## src/rtl/spi_ucmd_pkg.sv

```systemverilog
package spi_ucmd_pkg;

  typedef enum logic [1:0] {
    ST_IDLE,
    ST_LOW,
    ST_HIGH,
    ST_TAIL
  } shift_state_e;

  // word addresses of the control registers
  localparam int unsigned WA_CMD  = 0;
  localparam int unsigned WA_CFG  = 1;
  localparam int unsigned WA_STAT = 2;

  // configuration field positions
  localparam int unsigned CFG_CAPTURE = 12;
  localparam int unsigned CFG_HOLD    = 13;
  localparam int unsigned CFG_DIV_LSB = 16;

endpackage

```

## src/rtl/ucmd_tick.sv

```systemverilog
module ucmd_tick #(
  parameter int unsigned DIV_W = 8
) (
  input  logic             clk,
  input  logic             rst_n,
  input  logic             run,
  input  logic [DIV_W-1:0] div,
  output logic             tick
);

  logic [DIV_W-1:0] cnt_q;

  assign tick = run && (cnt_q == div);

  always_ff @(posedge clk or negedge rst_n) begin
    if (!rst_n) begin
      cnt_q <= '0;
    end else if (!run || tick) begin
      cnt_q <= '0;
    end else begin
      cnt_q <= cnt_q + DIV_W'(1);
    end
  end

endmodule

```

## src/rtl/ucmd_shift.sv

```systemverilog
module ucmd_shift
  import spi_ucmd_pkg::*;
#(
  parameter int unsigned CNT_W = 9
) (
  input  logic             clk,
  input  logic             rst_n,
  input  logic             start,
  input  logic             soft_rst,
  input  logic             tick,
  input  logic [CNT_W-1:0] nbits_m1,
  input  logic             capture_en,
  input  logic             cs_hold,
  input  logic             tx_bit,
  output logic [CNT_W-1:0] tx_pos,
  output logic             rx_we,
  output logic [CNT_W-1:0] rx_pos,
  output logic             rx_bit,
  input  logic             miso,
  output logic             sck,
  output logic             mosi,
  output logic             cs_n,
  output logic             busy,
  output logic             fin
);

  shift_state_e     state_q;
  logic [CNT_W-1:0] idx_q;
  logic [CNT_W-1:0] idx_nxt;
  logic [CNT_W-1:0] tx_idx;

  // stream bit i sits in byte i/8, bit 7-(i mod 8)
  function automatic logic [CNT_W-1:0] flat_pos(input logic [CNT_W-1:0] i);
    return {i[CNT_W-1:3], ~i[2:0]};
  endfunction

  assign idx_nxt = idx_q + CNT_W'(1);
  assign tx_idx  = (state_q == ST_IDLE) ? '0 : idx_nxt;
  assign tx_pos  = flat_pos(tx_idx);
  assign rx_pos  = flat_pos(idx_q);
  assign rx_bit  = miso;
  assign rx_we   = (state_q == ST_LOW) && tick && capture_en && !soft_rst;
  assign busy    = (state_q != ST_IDLE);
  assign fin     = (state_q == ST_TAIL) && tick && !soft_rst;

  always_ff @(posedge clk or negedge rst_n) begin
    if (!rst_n) begin
      state_q <= ST_IDLE;
      idx_q   <= '0;
      sck     <= 1'b0;
      mosi    <= 1'b0;
      cs_n    <= 1'b1;
    end else if (soft_rst) begin
      state_q <= ST_IDLE;
      idx_q   <= '0;
      sck     <= 1'b0;
      cs_n    <= 1'b1;
    end else begin
      unique case (state_q)
        ST_IDLE: begin
          if (start) begin
            state_q <= ST_LOW;
            idx_q   <= '0;
            cs_n    <= 1'b0;
            mosi    <= tx_bit;
          end
        end
        ST_LOW: begin
          if (tick) begin
            sck     <= 1'b1;
            state_q <= ST_HIGH;
          end
        end
        ST_HIGH: begin
          if (tick) begin
            sck <= 1'b0;
            if (idx_q == nbits_m1) begin
              state_q <= ST_TAIL;
            end else begin
              idx_q   <= idx_nxt;
              mosi    <= tx_bit;
              state_q <= ST_LOW;
            end
          end
        end
        ST_TAIL: begin
          if (tick) begin
            state_q <= ST_IDLE;
            cs_n    <= !cs_hold;
          end
        end
        default: state_q <= ST_IDLE;
      endcase
    end
  end

endmodule

```

## src/rtl/ucmd_regs.sv

```systemverilog
module ucmd_regs
  import spi_ucmd_pkg::*;
#(
  parameter int unsigned BUF_WORDS = 16,
  parameter int unsigned DIV_W     = 8,
  parameter int unsigned ADDR_W    = 5,
  parameter int unsigned CNT_W     = 9
) (
  input  logic              clk,
  input  logic              rst_n,
  input  logic              bus_sel,
  input  logic              bus_wr,
  input  logic [ADDR_W-1:0] bus_addr,
  input  logic [31:0]       bus_wdata,
  output logic [31:0]       bus_rdata,
  input  logic              busy,
  input  logic              fin,
  input  logic              rx_we,
  input  logic [CNT_W-1:0]  rx_pos,
  input  logic              rx_bit,
  input  logic [CNT_W-1:0]  tx_pos,
  output logic              tx_bit,
  output logic              start,
  output logic              soft_rst,
  output logic [CNT_W-1:0]  nbits_m1,
  output logic              capture_en,
  output logic              cs_hold,
  output logic [DIV_W-1:0]  div,
  output logic              mode_q,
  output logic              done_q
);

  localparam int unsigned WIDX_W = $clog2(BUF_WORDS);

  logic [31:0] mem_q [BUF_WORDS];
  logic        wr_en;
  logic        in_buf;
  logic [WIDX_W-1:0] widx;
  logic        wr_cmd, wr_cfg, wr_stat, wr_buf;

  assign wr_en   = bus_sel && bus_wr;
  assign in_buf  = bus_addr[ADDR_W-1];
  assign widx    = bus_addr[WIDX_W-1:0];
  assign wr_cmd  = wr_en && !in_buf && (bus_addr == ADDR_W'(WA_CMD));
  assign wr_cfg  = wr_en && !in_buf && (bus_addr == ADDR_W'(WA_CFG)) && !busy;
  assign wr_stat = wr_en && !in_buf && (bus_addr == ADDR_W'(WA_STAT));
  assign wr_buf  = wr_en && in_buf && !busy;

  assign soft_rst = wr_cmd && bus_wdata[1];
  assign start    = wr_cmd && bus_wdata[0] && !bus_wdata[1] && !busy && !mode_q;

  assign tx_bit = mem_q[tx_pos[CNT_W-1:5]][tx_pos[4:0]];

  always_ff @(posedge clk or negedge rst_n) begin
    if (!rst_n) begin
      nbits_m1   <= '0;
      capture_en <= 1'b0;
      cs_hold    <= 1'b0;
      div        <= '0;
    end else if (wr_cfg) begin
      nbits_m1   <= bus_wdata[CNT_W-1:0];
      capture_en <= bus_wdata[CFG_CAPTURE];
      cs_hold    <= bus_wdata[CFG_HOLD];
      div        <= bus_wdata[CFG_DIV_LSB +: DIV_W];
    end
  end

  always_ff @(posedge clk or negedge rst_n) begin
    if (!rst_n) begin
      mode_q <= 1'b0;
      done_q <= 1'b0;
    end else begin
      if (wr_stat) begin
        mode_q <= bus_wdata[1];
      end
      if (fin) begin
        done_q <= 1'b1;
      end else if (wr_stat && !bus_wdata[0]) begin
        done_q <= 1'b0;
      end
    end
  end

  always_ff @(posedge clk or negedge rst_n) begin
    if (!rst_n) begin
      for (int w = 0; w < BUF_WORDS; w++) begin
        mem_q[w] <= '0;
      end
    end else begin
      if (wr_buf) begin
        mem_q[widx] <= bus_wdata;
      end
      if (rx_we) begin
        mem_q[rx_pos[CNT_W-1:5]][rx_pos[4:0]] <= rx_bit;
      end
    end
  end

  always_comb begin
    bus_rdata = '0;
    if (in_buf) begin
      bus_rdata = mem_q[widx];
    end else begin
      unique case (bus_addr)
        ADDR_W'(WA_CMD):  bus_rdata[0] = busy;
        ADDR_W'(WA_CFG): begin
          bus_rdata[CNT_W-1:0]           = nbits_m1;
          bus_rdata[CFG_CAPTURE]         = capture_en;
          bus_rdata[CFG_HOLD]            = cs_hold;
          bus_rdata[CFG_DIV_LSB +: DIV_W] = div;
        end
        ADDR_W'(WA_STAT): bus_rdata[1:0] = {mode_q, done_q};
        default: bus_rdata = '0;
      endcase
    end
  end

endmodule

```

## src/rtl/spi_ucmd_engine.sv

```systemverilog
module spi_ucmd_engine #(
  parameter int unsigned BUF_WORDS = 16,
  parameter int unsigned DIV_W     = 8,
  localparam int unsigned ADDR_W   = $clog2(2 * BUF_WORDS),
  localparam int unsigned CNT_W    = $clog2(BUF_WORDS * 32)
) (
  input  logic              clk,
  input  logic              rst_n,
  input  logic              bus_sel,
  input  logic              bus_wr,
  input  logic [ADDR_W-1:0] bus_addr,
  input  logic [31:0]       bus_wdata,
  output logic [31:0]       bus_rdata,
  output logic              spi_sck,
  output logic              spi_mosi,
  input  logic              spi_miso,
  output logic              spi_cs_n
);

  logic             busy, fin, tick;
  logic             start_pulse, soft_rst;
  logic             rx_we, rx_bit, tx_bit;
  logic [CNT_W-1:0] rx_pos, tx_pos, nbits_m1;
  logic             capture_en, cs_hold, mode_q, done_flag;
  logic [DIV_W-1:0] div;

  ucmd_regs #(
    .BUF_WORDS(BUF_WORDS),
    .DIV_W    (DIV_W),
    .ADDR_W   (ADDR_W),
    .CNT_W    (CNT_W)
  ) u_regs (
    .clk       (clk),
    .rst_n     (rst_n),
    .bus_sel   (bus_sel),
    .bus_wr    (bus_wr),
    .bus_addr  (bus_addr),
    .bus_wdata (bus_wdata),
    .bus_rdata (bus_rdata),
    .busy      (busy),
    .fin       (fin),
    .rx_we     (rx_we),
    .rx_pos    (rx_pos),
    .rx_bit    (rx_bit),
    .tx_pos    (tx_pos),
    .tx_bit    (tx_bit),
    .start     (start_pulse),
    .soft_rst  (soft_rst),
    .nbits_m1  (nbits_m1),
    .capture_en(capture_en),
    .cs_hold   (cs_hold),
    .div       (div),
    .mode_q    (mode_q),
    .done_q    (done_flag)
  );

  ucmd_tick #(
    .DIV_W(DIV_W)
  ) u_tick (
    .clk  (clk),
    .rst_n(rst_n),
    .run  (busy),
    .div  (div),
    .tick (tick)
  );

  ucmd_shift #(
    .CNT_W(CNT_W)
  ) u_shift (
    .clk       (clk),
    .rst_n     (rst_n),
    .start     (start_pulse),
    .soft_rst  (soft_rst),
    .tick      (tick),
    .nbits_m1  (nbits_m1),
    .capture_en(capture_en),
    .cs_hold   (cs_hold),
    .tx_bit    (tx_bit),
    .tx_pos    (tx_pos),
    .rx_we     (rx_we),
    .rx_pos    (rx_pos),
    .rx_bit    (rx_bit),
    .miso      (spi_miso),
    .sck       (spi_sck),
    .mosi      (spi_mosi),
    .cs_n      (spi_cs_n),
    .busy      (busy),
    .fin       (fin)
  );

endmodule

```

## config.mk

```make
export PLATFORM = sky130hd
export DESIGN_NAME = spi_ucmd_engine
export DESIGN_NICKNAME = d
export VERILOG_FILES = /design/src/rtl/spi_ucmd_pkg.sv /design/src/rtl/ucmd_tick.sv /design/src/rtl/ucmd_shift.sv /design/src/rtl/ucmd_regs.sv /design/src/rtl/spi_ucmd_engine.sv
export SDC_FILE = /design/constraint.sdc
export NUM_CORES = 2
export LEC_CHECK = 0
export ABC_AREA = 0
export BUFFER_PORTS_ARGS = -buffer_cell sky130_fd_sc_hd__buf_2
export CORE_UTILIZATION = 60
export DETAILED_ROUTE_END_ITERATION = 8
export PLACE_DENSITY = 0.77
export SETUP_SLACK_MARGIN = 0.15
export SLEW_MARGIN = 20
export SYNTH_ARGS = -nofsm -noshare
export SYNTH_HDL_FRONTEND = slang
export SYNTH_HIERARCHICAL = 1
export SYNTH_SLANG_ARGS = --single-unit
```

## constraint.sdc

```tcl
create_clock -name clk -period 3.9 [get_ports clk]
set_clock_uncertainty 0.15 [all_clocks]
set_input_delay 0.585 -clock clk [delete_from_list [all_inputs] [get_ports clk]]
set_output_delay 0.585 -clock clk [all_outputs]
set_load 0.05 [all_outputs]
```

==> flow_metrics.py <==
metrics = {
    "worst_setup_path": {
        "worstReg2RegStart": "u_shift/idx_q[1]",
        "startpoint_type": "flip-flop",
        "worstReg2RegEnd": "u_shift/mosi",
        "path_max_fanout": 22,
        "r2r_slack_ns": 0.16,
        "critical_path_required_ns": 4.27,
        "cp-startpoint": "u_shift/idx_q[1]",
        "critPathKind": "flip-flop to flip-flop",
        "endpoint_kind": "flip-flop",
        "reg2reg_depth": 17,
        "arrival_ns": 4.11,
    },
    "clocking": {
        "cts_tree": "built",
        "ctsLongestPathBuffers": 3,
        "root_buffer": "clkbuf_16",
        "insertion_delay_ns": 0.65,
        "cts_buffers": 60,
        "path_clk_slew_ns": 0.06,
        "clock-sinks": 555,
        "htreeDepth": 2,
    },
    "global_routing": {
        "grt_start_max_net_pins": 96,
        "met2_usage": 0.596,
        "grt_pass1_wl_um": 200000,
        "met3_usage": 0.147,
        "overflow": 0,
        "busiest_layer": "met2",
        "antenna_found_initial": 4,
        "grtUsageMet1": 0.565,
        "track_usage": 0.425,
        "grt_pass1_vias": 31700,
    },
    "logic_synthesis": {
        "synth_top_area_share": 0.375,
        "synthTopCellsByCount": "mux2i_1 (631), dfrtp_1 (554), nand2_1 (543), nor2_1 (543), o21ai_0 (471)",
        "synth_most_common_cell": "mux2i_1",
        "yosys_warnings": 6,
        "netlist_instances": 3795,
        "synthArstFlopShare": 1.00,
        "syn_area_um2": 36900,
        "yosysTopAreaCell": "dfrtp_1",
        "synth_edf_count": 0,
        "syn_avg_cell_area_um2": 9.73,
        "yosys-top-cells-area": "dfrtp_1 (38%), mux2i_1 (17%), mux4_2 (14%), o21ai_0 (6.4%), nand2_1 (5.5%)",
        "yosysUniqueCellTypes": 71,
        "ys_ff_latch": 555,
        "syn_nets": 3839,
        "synth_flop_cell": "dfrtp_1",
        "ys_seq_area_frac": 0.376,
    },
    "die": {
        "core_area_um2": 60600,
        "rows": 90,
        "initial_core_util": 0.610,
        "die_w_um": 250,
        "dieArea_um2": 62600,
        "fp.dieH_um": 250,
        "io_pins": 77,
    },
    "status": {
        "status": "finished, final reports clean",
    },
    "min_path": {
        "hold_class": "primary input to flip-flop",
        "hold_end": "u_regs/mem_q[511]",
        "hold_path.startpoint": "bus_wdata[31]",
        "hold_depth": 3,
    },
    "sta": {
        "setup_viol": 0,
        "slew_headroom": 0.359,
        "max_freq_mhz": 267,
        "final.period_utilization": 0.960,
        "final_hold_viol_count": 0,
        "final.min_clock_period_ns": 3.74,
        "slew_viol_final": 0,
        "finalSetupTns_ns": 0,
        "worstMarginPinSlew_ns": 0.961,
        "grt_setup_unrepaired": "true",
    },
    "final_layout": {
        "fillers": 4524,
        "syn2layout_area_growth_pct": 11.7,
        "fin_nets": 3830,
        "fin_area_um2": 41200,
        "register_area_um2": 13900,
        "multi_input_area_um2": 21500,
        "layout-drive-gt1-share": 0.188,
    },
    "detailed_routing": {
        "vias_per_cell": 7.14,
        "drtAntennaViolNets": 0,
        "first_iter_violations": 4996,
        "firstDrtPassIters": 6,
        "route.detailed.drc": 0,
        "wl_per_cell_um": 29.0,
        "finalWirelength_um": 134000,
        "vias": 33000,
    },
    "power_and_ir_drop": {
        "power_leakage_uw": 0.0169,
        "ir_worst_vdd_v": 0.000435,
        "p_per_area_nw_per_um2": 471,
    },
    "placed_design": {
        "place_hpwl_um": 82500,
        "io_buffers": 76,
        "placed_cell_area_um2": 38700,
        "gp_congestion": 1.04,
    },
    "run": {
        "drv_cap": 0,
    },
}
repair_timing:
action | in CTS | in global routing
cloned | 2 | 4
hold buffers | 1 | 0
gates resized for setup | 6 | 22
hold endpoints to repair | 69 | 0
buffers inserted | 3 | 9
setup endpoints to repair | 16 | 25
pin swaps | 1 | 9
worst max-delay path by stage:
stage | end | depth (start not counted) | slack, ns
6_report | u_shift/mosi | 17 | 0.16
5_1_grt | u_shift/mosi | 15 | 0.06
4_1_cts | u_shift/mosi | 13 | 0.14
3_5_place_dp | u_shift/mosi | 14 | 0.09
3_3_place_gp | u_shift/mosi | 14 | 0.09
2_1_floorplan | bus_rdata[0] | 7 | 0.39
sequential cells by signal, indices dropped and copies added (netlist names):
register,cells
u_regs/capture_en,1
u_regs/cs_hold,1
u_regs/div,8
u_regs/done_q,1
u_regs/mem_q,512
u_regs/mode_q,1
u_regs/nbits_m1,9
u_shift/cs_n,1
u_shift/idx_q,9
u_shift/mosi,1
u_shift/sck,1
u_shift/state_q,2
u_tick/cnt_q,8
stage by stage:
step	util	hold WS, ns	worst slack, ns	instances	power [uW]
2_1_floorplan	-	0.139	0.391	3795	11300
3_3_place_gp	0.639	0.353	0.0886	4487	12800
3_5_place_dp	0.639	0.353	0.0869	4487	13000
4_1_cts	0.676	0.231	0.135	4603	19100
5_1_grt	0.681	0.284	0.0633	4617	20000
6_report	0.681	0.242	0.155	4619	19400
logic make-up after synthesis:
logic type	after synthesis	synth area share
AOI/OAI and AO/OA	713	0.109
xor gates and xnor gates	27	0.00681
adders and majority gates	2	0.000677
buffers and inverters	375	0.0485
DFF	555	0.376
muxes	894	0.323
and+or+nand+nor	1229	0.136
cell type report:
type	instances	share of cell area
sequential	555	0.337
antenna	3	0.000182
clock buffer	86	0.0439
tap	782	0.0237
multi-input combinational	2865	0.522
clock inverter	24	0.00667
inverter	12	0.00109
timing repair buffer	292	0.0657
cells in the final DEF (no fill, tap or decap), types with 7 or more instances in the layout:
cell type	count
o21ai_1	13
nor2_1	530
o22ai_1	24
a21oi_1	76
nor2_4	8
clkbuf_16	66
nor3b_1	8
clkbuf_1	7
mux2_2	30
a221oi_1	9
nand2_1	524
xor2_1	20
clkbuf_8	17
o221ai_1	56
mux4_2	224
buf_4	165
mux2i_1	630
buf_2	71
nand3_1	32
clkinv_2	11
and2_1	21
nor2b_1	18
a31oi_1	17
o21ai_0	470
buf_12	40
nand2_2	19
dfrtp_1	553
a22o_1	17
inv_1	9
worst max-delay path: stages, from the launching register on:
cell	delay, ns
dfrtp_2	0.41
inv_1	0.08
nor3_2	0.22
nand3_2	0.14
xor2_2	0.18
nor2_4	0.11
buf_12	0.14
buf_12	0.11
buf_4	0.12
bufbuf_16	0.35
mux2i_1	0.21
o221ai_1	0.21
o22ai_1	0.23
nor2_1	0.13
o311a_1	0.30
nand3_1	0.15
nand4_1	0.12
mux2_4	0.27
power by group:
part / switching (uW) / internal (uW) / total (uW)
combinational: 3000 / 2490 / 5490
sequential: 994 / 6840 / 7830
clock: 2550 / 3540 / 6090
total: 6540 / 12900 / 19400
routing by layer:
layer  part of all wire  vias to the layer above
met2               0.42                     2745
li1                   -                    13600
met5            0.00063                        -
met3               0.16                      672
met4              0.075                        4
met1               0.35                    15900
(Power assumes the default switching activity.)
